### src/rtl/extint_pkg.sv
package extint_pkg;

    localparam int unsigned ADDR_W = 12;

    // Register byte offsets
    localparam logic [ADDR_W-1:0] OFS_REQ    = 12'h000;
    localparam logic [ADDR_W-1:0] OFS_EN_CLR = 12'h004;
    localparam logic [ADDR_W-1:0] OFS_EN_SET = 12'h008;
    localparam logic [ADDR_W-1:0] OFS_DET    = 12'h100;
    localparam logic [ADDR_W-1:0] OFS_MON    = 12'h104;
    localparam logic [ADDR_W-1:0] OFS_CFG    = 12'h180;

    // Sense codes
    localparam logic [5:0] SENSE_LVL_LO = 6'h01;
    localparam logic [5:0] SENSE_LVL_HI = 6'h02;
    localparam logic [5:0] SENSE_FALL   = 6'h04;
    localparam logic [5:0] SENSE_RISE   = 6'h08;
    localparam logic [5:0] SENSE_BOTH   = 6'h0C;

    typedef enum logic [2:0] {
        MODE_OFF,
        MODE_LO,
        MODE_HI,
        MODE_FALL,
        MODE_RISE,
        MODE_BOTH
    } sense_mode_e;

    function automatic sense_mode_e decode_sense(input logic [5:0] code);
        case (code)
            SENSE_LVL_LO: return MODE_LO;
            SENSE_LVL_HI: return MODE_HI;
            SENSE_FALL:   return MODE_FALL;
            SENSE_RISE:   return MODE_RISE;
            SENSE_BOTH:   return MODE_BOTH;
            default:      return MODE_OFF;
        endcase
    endfunction

    function automatic logic [ADDR_W-1:0] cfg_addr(input int idx);
        return OFS_CFG + ADDR_W'(4 * idx);
    endfunction

endpackage

### src/rtl/extint_sync.sv
module extint_sync #(
    parameter int unsigned WIDTH = 8
) (
    input  logic             clk,
    input  logic             rst_n,
    input  logic [WIDTH-1:0] raw,
    output logic [WIDTH-1:0] lvl,
    output logic [WIDTH-1:0] prev
);

    typedef struct packed {
        logic [WIDTH-1:0] meta;
        logic [WIDTH-1:0] lvl;
        logic [WIDTH-1:0] prev;
    } sync_t;

    sync_t s_d, s_q;

    always_comb begin
        s_d      = s_q;
        s_d.meta = raw;
        s_d.lvl  = s_q.meta;
        s_d.prev = s_q.lvl;
    end

    always_ff @(posedge clk) begin
        if (!rst_n) s_q <= '0;
        else        s_q <= s_d;
    end

    assign lvl  = s_q.lvl;
    assign prev = s_q.prev;

    // the monitored level is the raw input delayed by two edges
    a_r8_two_stage: assert property (@(posedge clk) disable iff (!rst_n)
        s_q.meta == s_q.meta |=> lvl == $past(s_q.meta));

endmodule

### src/rtl/extint_detect.sv
module extint_detect
    import extint_pkg::*;
(
    input  logic       clk,
    input  logic       rst_n,
    input  logic [5:0] sense,
    input  logic       lvl,
    input  logic       prev,
    input  logic       clr,
    output logic       det
);

    typedef struct packed {
        logic det;
    } det_t;

    det_t        d_d, d_q;
    sense_mode_e mode;
    logic        rise, fall;

    always_comb begin
        mode = decode_sense(sense);
        rise = lvl & ~prev;
        fall = ~lvl & prev;
        d_d  = d_q;
        unique case (mode)
            MODE_LO:   d_d.det = ~lvl;
            MODE_HI:   d_d.det = lvl;
            MODE_FALL: d_d.det = fall | (d_q.det & ~clr);
            MODE_RISE: d_d.det = rise | (d_q.det & ~clr);
            MODE_BOTH: d_d.det = rise | fall | (d_q.det & ~clr);
            default:   d_d.det = 1'b0;
        endcase
    end

    always_ff @(posedge clk) begin
        if (!rst_n) d_q <= '0;
        else        d_q <= d_d;
    end

    assign det = d_q.det;

    a_r2_bad_code_silent: assert property (@(posedge clk) disable iff (!rst_n)
        (sense != SENSE_LVL_LO && sense != SENSE_LVL_HI && sense != SENSE_FALL &&
         sense != SENSE_RISE && sense != SENSE_BOTH) |=> !det);

    a_r3_level_follows: assert property (@(posedge clk) disable iff (!rst_n)
        (sense == SENSE_LVL_HI) |=> det == $past(lvl));

    a_r4_edge_sticky: assert property (@(posedge clk) disable iff (!rst_n)
        ((sense == SENSE_RISE || sense == SENSE_FALL || sense == SENSE_BOTH) &&
         det && !clr) |=> det);

    a_r5_edge_beats_clear: assert property (@(posedge clk) disable iff (!rst_n)
        ((sense == SENSE_RISE || sense == SENSE_BOTH) && lvl && !prev && clr) |=> det);

endmodule

### src/rtl/extint_ctrl.sv
module extint_ctrl
    import extint_pkg::*;
#(
    parameter int unsigned NUM_PINS = 8
) (
    input  logic                clk,
    input  logic                rst_n,
    input  logic [NUM_PINS-1:0] pin_in,
    input  logic                bus_wr,
    input  logic                bus_rd,
    input  logic [ADDR_W-1:0]   bus_addr,
    input  logic [31:0]         bus_wdata,
    output logic [31:0]         bus_rdata,
    output logic [NUM_PINS-1:0] irq_out
);

    localparam int unsigned N = NUM_PINS;

    typedef struct packed {
        logic [N-1:0]      en;
        logic [N-1:0][5:0] cfg;
        logic [31:0]       rdata;
    } regs_t;

    regs_t        r_d, r_q;
    logic [N-1:0] lvl, prev, det, clr;
    logic [N-1:0] wmask;
    logic [31:0]  rd_val;
    logic         unused_wdata;

    assign unused_wdata = ^bus_wdata;

    extint_sync #(.WIDTH(N)) u_sync (
        .clk  (clk),
        .rst_n(rst_n),
        .raw  (pin_in),
        .lvl  (lvl),
        .prev (prev)
    );

    for (genvar g = 0; g < N; g++) begin : g_pin
        extint_detect u_det (
            .clk  (clk),
            .rst_n(rst_n),
            .sense(r_q.cfg[g]),
            .lvl  (lvl[g]),
            .prev (prev[g]),
            .clr  (clr[g]),
            .det  (det[g])
        );
    end

    always_comb begin
        r_d    = r_q;
        clr    = '0;
        wmask  = bus_wdata[N-1:0];
        rd_val = '0;

        if (bus_wr) begin
            case (bus_addr)
                OFS_EN_SET: r_d.en = r_q.en | wmask;
                OFS_EN_CLR: r_d.en = r_q.en & ~wmask;
                OFS_DET:    clr    = wmask;
                default: begin
                    for (int i = 0; i < N; i++) begin
                        if (bus_addr == cfg_addr(i)) r_d.cfg[i] = bus_wdata[5:0];
                    end
                end
            endcase
        end

        case (bus_addr)
            OFS_REQ:    rd_val[N-1:0] = det & r_q.en;
            OFS_EN_CLR: rd_val[N-1:0] = r_q.en;
            OFS_EN_SET: rd_val[N-1:0] = r_q.en;
            OFS_DET:    rd_val[N-1:0] = det;
            OFS_MON:    rd_val[N-1:0] = lvl;
            default: begin
                for (int i = 0; i < N; i++) begin
                    if (bus_addr == cfg_addr(i)) rd_val[5:0] = r_q.cfg[i];
                end
            end
        endcase

        if (bus_rd) r_d.rdata = rd_val;
    end

    always_ff @(posedge clk) begin
        if (!rst_n) r_q <= '0;
        else        r_q <= r_d;
    end

    assign bus_rdata = r_q.rdata;
    assign irq_out   = det & r_q.en;

    a_r6_set_enables: assert property (@(posedge clk) disable iff (!rst_n)
        (bus_wr && bus_addr == OFS_EN_SET) |=>
        ((r_q.en & $past(wmask)) == $past(wmask)));

    a_r6_clr_disables: assert property (@(posedge clk) disable iff (!rst_n)
        (bus_wr && bus_addr == OFS_EN_CLR) |=> ((r_q.en & $past(wmask)) == '0));

    a_r6_other_writes_keep: assert property (@(posedge clk) disable iff (!rst_n)
        (!bus_wr || (bus_addr != OFS_EN_SET && bus_addr != OFS_EN_CLR)) |=> $stable(r_q.en));

    a_r9_rdata_hold: assert property (@(posedge clk) disable iff (!rst_n)
        !bus_rd |=> $stable(bus_rdata));

    a_r7_irq_needs_enable: assert property (@(posedge clk) disable iff (!rst_n)
        (bus_wr && bus_addr == OFS_EN_CLR) |=> ((irq_out & $past(wmask)) == '0));

endmodule

### config.mk
export PLATFORM = sky130hd
export DESIGN_NAME = extint_ctrl
export DESIGN_NICKNAME = d
export VERILOG_FILES = /design/src/rtl/extint_pkg.sv /design/src/rtl/extint_sync.sv /design/src/rtl/extint_detect.sv /design/src/rtl/extint_ctrl.sv
export SDC_FILE = /design/constraint.sdc
export NUM_CORES = 1
export LEC_CHECK = 0
export BUFFER_PORTS_ARGS = -buffer_cell sky130_fd_sc_hd__buf_2
export CORE_ASPECT_RATIO = 2
export CORE_MARGIN = 2
export CORE_UTILIZATION = 49
export DETAILED_ROUTE_END_ITERATION = 6
export PLACE_DENSITY = 0.71
export SETUP_SLACK_MARGIN = 0.3
export SYNTH_ARGS = -nofsm -noshare
export SYNTH_HDL_FRONTEND = slang
export SYNTH_SLANG_ARGS = --single-unit
### constraint.sdc
create_clock -name clk -period 2.6 [get_ports clk]
set_clock_uncertainty 0.1 [all_clocks]
set_input_delay 0.13 -clock clk [delete_from_list [all_inputs] [get_ports clk]]
set_output_delay 0.13 -clock clk [all_outputs]
set_load 0.1 [all_outputs]
==> reports/results.ini <==
[outcome]
status=completed

[timing]
fin_crit_sh=0.7894
final_hold_viol_count=0
relSlewSlack=0.6330
period_minus_slack_ps=2052
setup_viol=0
final.setup.tns_ps=0
fmax_ghz=0.4872
rsz0062_at_grt=no
tightest_slew_ps=545.9
drv_slew=0

[synthesis]
synth_area_leader_cell=dfxtp_1
synth_area_sq_mm=0.005474
synth_edf_count=0
synth_warnings=0
synth_seq_cells=96
synth.area.top_cells=dfxtp_1, mux2i_1, buf_4
ys_seq_area_frac=0.3511
synth_cell_types=64
synth_top_cell_area_share=0.3511
synth_flop_cell=dfxtp_1
async_flop_share=0
syn_inst=648
syn_avg_cell_area_sq_um=8.448

[worst_hold_path]
holdCritPathClass=in -> reg
holdPathStages=2

[worst_setup_path]
max_stage_delay_ps=480
startpoint_type=flop
arrival_ps=2190
critPathKind=reg -> reg
cp_num_cells=6
worstPathMaxFanout=7
rrSetupSlack_ps=550
slowest_stage=mux4_2
cp-end-kind=flop
crit_buf_inv=1
critical_path_required_ps=2740
worstPathCellList=or3_1, mux4_2, a21oi_1, o32ai_1, buf_4, a21o_1
r2r_cells=6
cp_top_family=multiplexers

[final_layout]
drive_above_1_share=0.1478
stdcell_count=830
diodes=0
area_growth_pct=11.41
n_fill_cell=1030
final_nets=757

[global_routing]
antenna_found_initial=0
grt_usage=0.2622
grt-ovfl-total=0
grt_max_degree=40
grt_pass1_vias=4680
grt_pass1_wl_mm=24.16

[clock_network]
cts_buffers=9
post_cts_resized=0
root_buffer=clkbuf_16
clkTransAtPathRegs_ps=70
htree_levels=3
post_cts_buffers=0
holdBufCountCts=10
cts_tree=done
clk_latency_ps=340
clock_path_buffers=2
cts.sinks=96

[floorplan]
start_util=0.5032
fp-row-count=54
fp.dieH_microns=153.5
die_w_microns=78.74
pin_count=96
coreArea_sq_mm=0.01088
die_area_sq_mm=0.01208

[pwr]
power_density_mw_per_mm2=532.3
ir_worst_vdd_mv=0.3331
power_leakage_nw=2.387

[drt]
drtPass1Iterations=5
vias=4869
drc=0
avgViaCountPerCell=5.866
wl_per_cell_microns=18.57
ant_nets=0
drt_wl_total_mm=15.41
initialDrtViolationCount=253

[job]
cap_violations=0

[placed_design]
hpwl_mm=11.65
gp_congestion=0.9351
dp.cells=804
place.port_buffers=47

==> state kept, by name, indices dropped and copies added, names as in the netlist, named ones only <==
register,flops
u_sync.s_d,8
u_sync.prev,8
r_q,48
u_sync.lvl,8
bus_rdata,8
g_pin.u_det.det,8
==> logic make-up (layout without fill, tap and decap cells) <==
group / count (synthesis) / in the layout / synth area share
simple gates: 243 / 243 / 0.2455
compound gates: 141 / 141 / 0.1691
flops: 96 / 96 / 0.3511
buf+inv: 95 / 114 / 0.09006
mux: 56 / 56 / 0.1070
fa+ha+maj: 16 / 16 / 0.03657
other cells: 1 / 24 / 0.0006851
==> metal layers <==
| layer | part of all wire | track usage | wire, microns |
|---|---|---|---|
| met3 | 0.045 | 0.04368 | 700 |
| met5 | 0 | 0 | 0 |
| met1 | 0.36 | 0.2731 | 5491 |
| met2 | 0.50 | 0.4453 | 7734 |
| met4 | 0.096 | 0.2214 | 1487 |
==> report_power, final <==
| group | internal [mW] | total (mW) | switching [mW] |
|---|---|---|---|
| clock network | 0.700 | 1.31 | 0.605 |
| registers | 1.49 | 1.51 | 0.0188 |
| logic | 0.0962 | 0.432 | 0.336 |
==> metrics by stage <==
| stage | hold WS, ps | worst slack [ps] | util | power [mW] | instance area (sq um) |
|---|---|---|---|---|---|
| after floorplan | 151.7 | 787.0 | - | 1.900 | 5560 |
| after detailed placement | 238.5 | 418.5 | 0.5237 | 1.959 | 5697 |
| after CTS | 49.96 | 567.4 | 0.5606 | 3.272 | 6098 |
| final | 51.01 | 547.6 | 0.5606 | 3.246 | 6098 |
| after global routing | 79.50 | 406.0 | 0.5606 | 3.368 | 6098 |
| after global placement | 233.6 | 439.3 | 0.5237 | 1.952 | 5697 |
==> cells in the mapped netlist, types with 3 or more instances <==
cell and number:
a21boi_0 12, clkbuf_1 24, a221oi_1 3, inv_1 26, o21ai_0 43, a21o_1 4
ha_1 16, buf_2 10, mux2_2 10, dfxtp_1 96, o2111ai_1 5, nor2b_1 37
nand3_1 30, a211oi_1 3, nor4bb_1 3, nand2b_1 7, nand2_1 40, and4_1 4
o221ai_1 5, a31oi_1 14, nor2_1 44, or4_1 6, and2_1 32, nor3b_1 4
a21oi_1 27, mux2i_1 45, nor3_1 12, buf_4 33, nand4_1 5, o22ai_1 3
==> cell usage in the layout, fill, tap and decap left out, types with 26 or more instances in the layout <==
master   netlist  routed
nand2_1       40      40
a21oi_1       27      27
nand3_1       30      30
nor2_1        44      44
and2_1        32      32
nor2b_1       37      37
mux2i_1       45      45
buf_2         10      47
dfxtp_1       96      96
inv_1         26      26
o21ai_0       43      43
==> area by class of cell <==
cell class                      count  area [sq um]  share of cell area
Clock buffer                       10         239.0             0.03919
Tap cell                          140         175.2             0.02872
Clock inverter                      6         62.56             0.01026
Timing Repair Buffer               71         452.9             0.07427
Multi-Input combinational cell    480          3146              0.5158
Inverter                           27         101.3             0.01662
Sequential cell                    96          1922              0.3151
==> final timing paths <==
kind,startpoint,to
setup / recovery,r_q[44]$_SDFFE_PN0P_,bus_rdata[0]$_SDFFE_PN0P_
hold / removal,bus_rd,bus_rdata[7]$_SDFFE_PN0P_
setup reg to reg,r_q[44]$_SDFFE_PN0P_,bus_rdata[0]$_SDFFE_PN0P_
hold reg to reg,u_sync.s_d[13]$_SDFF_PN0_,u_sync.lvl[5]$_SDFF_PN0_
Note: power is estimated with default switching activity, not from simulation.
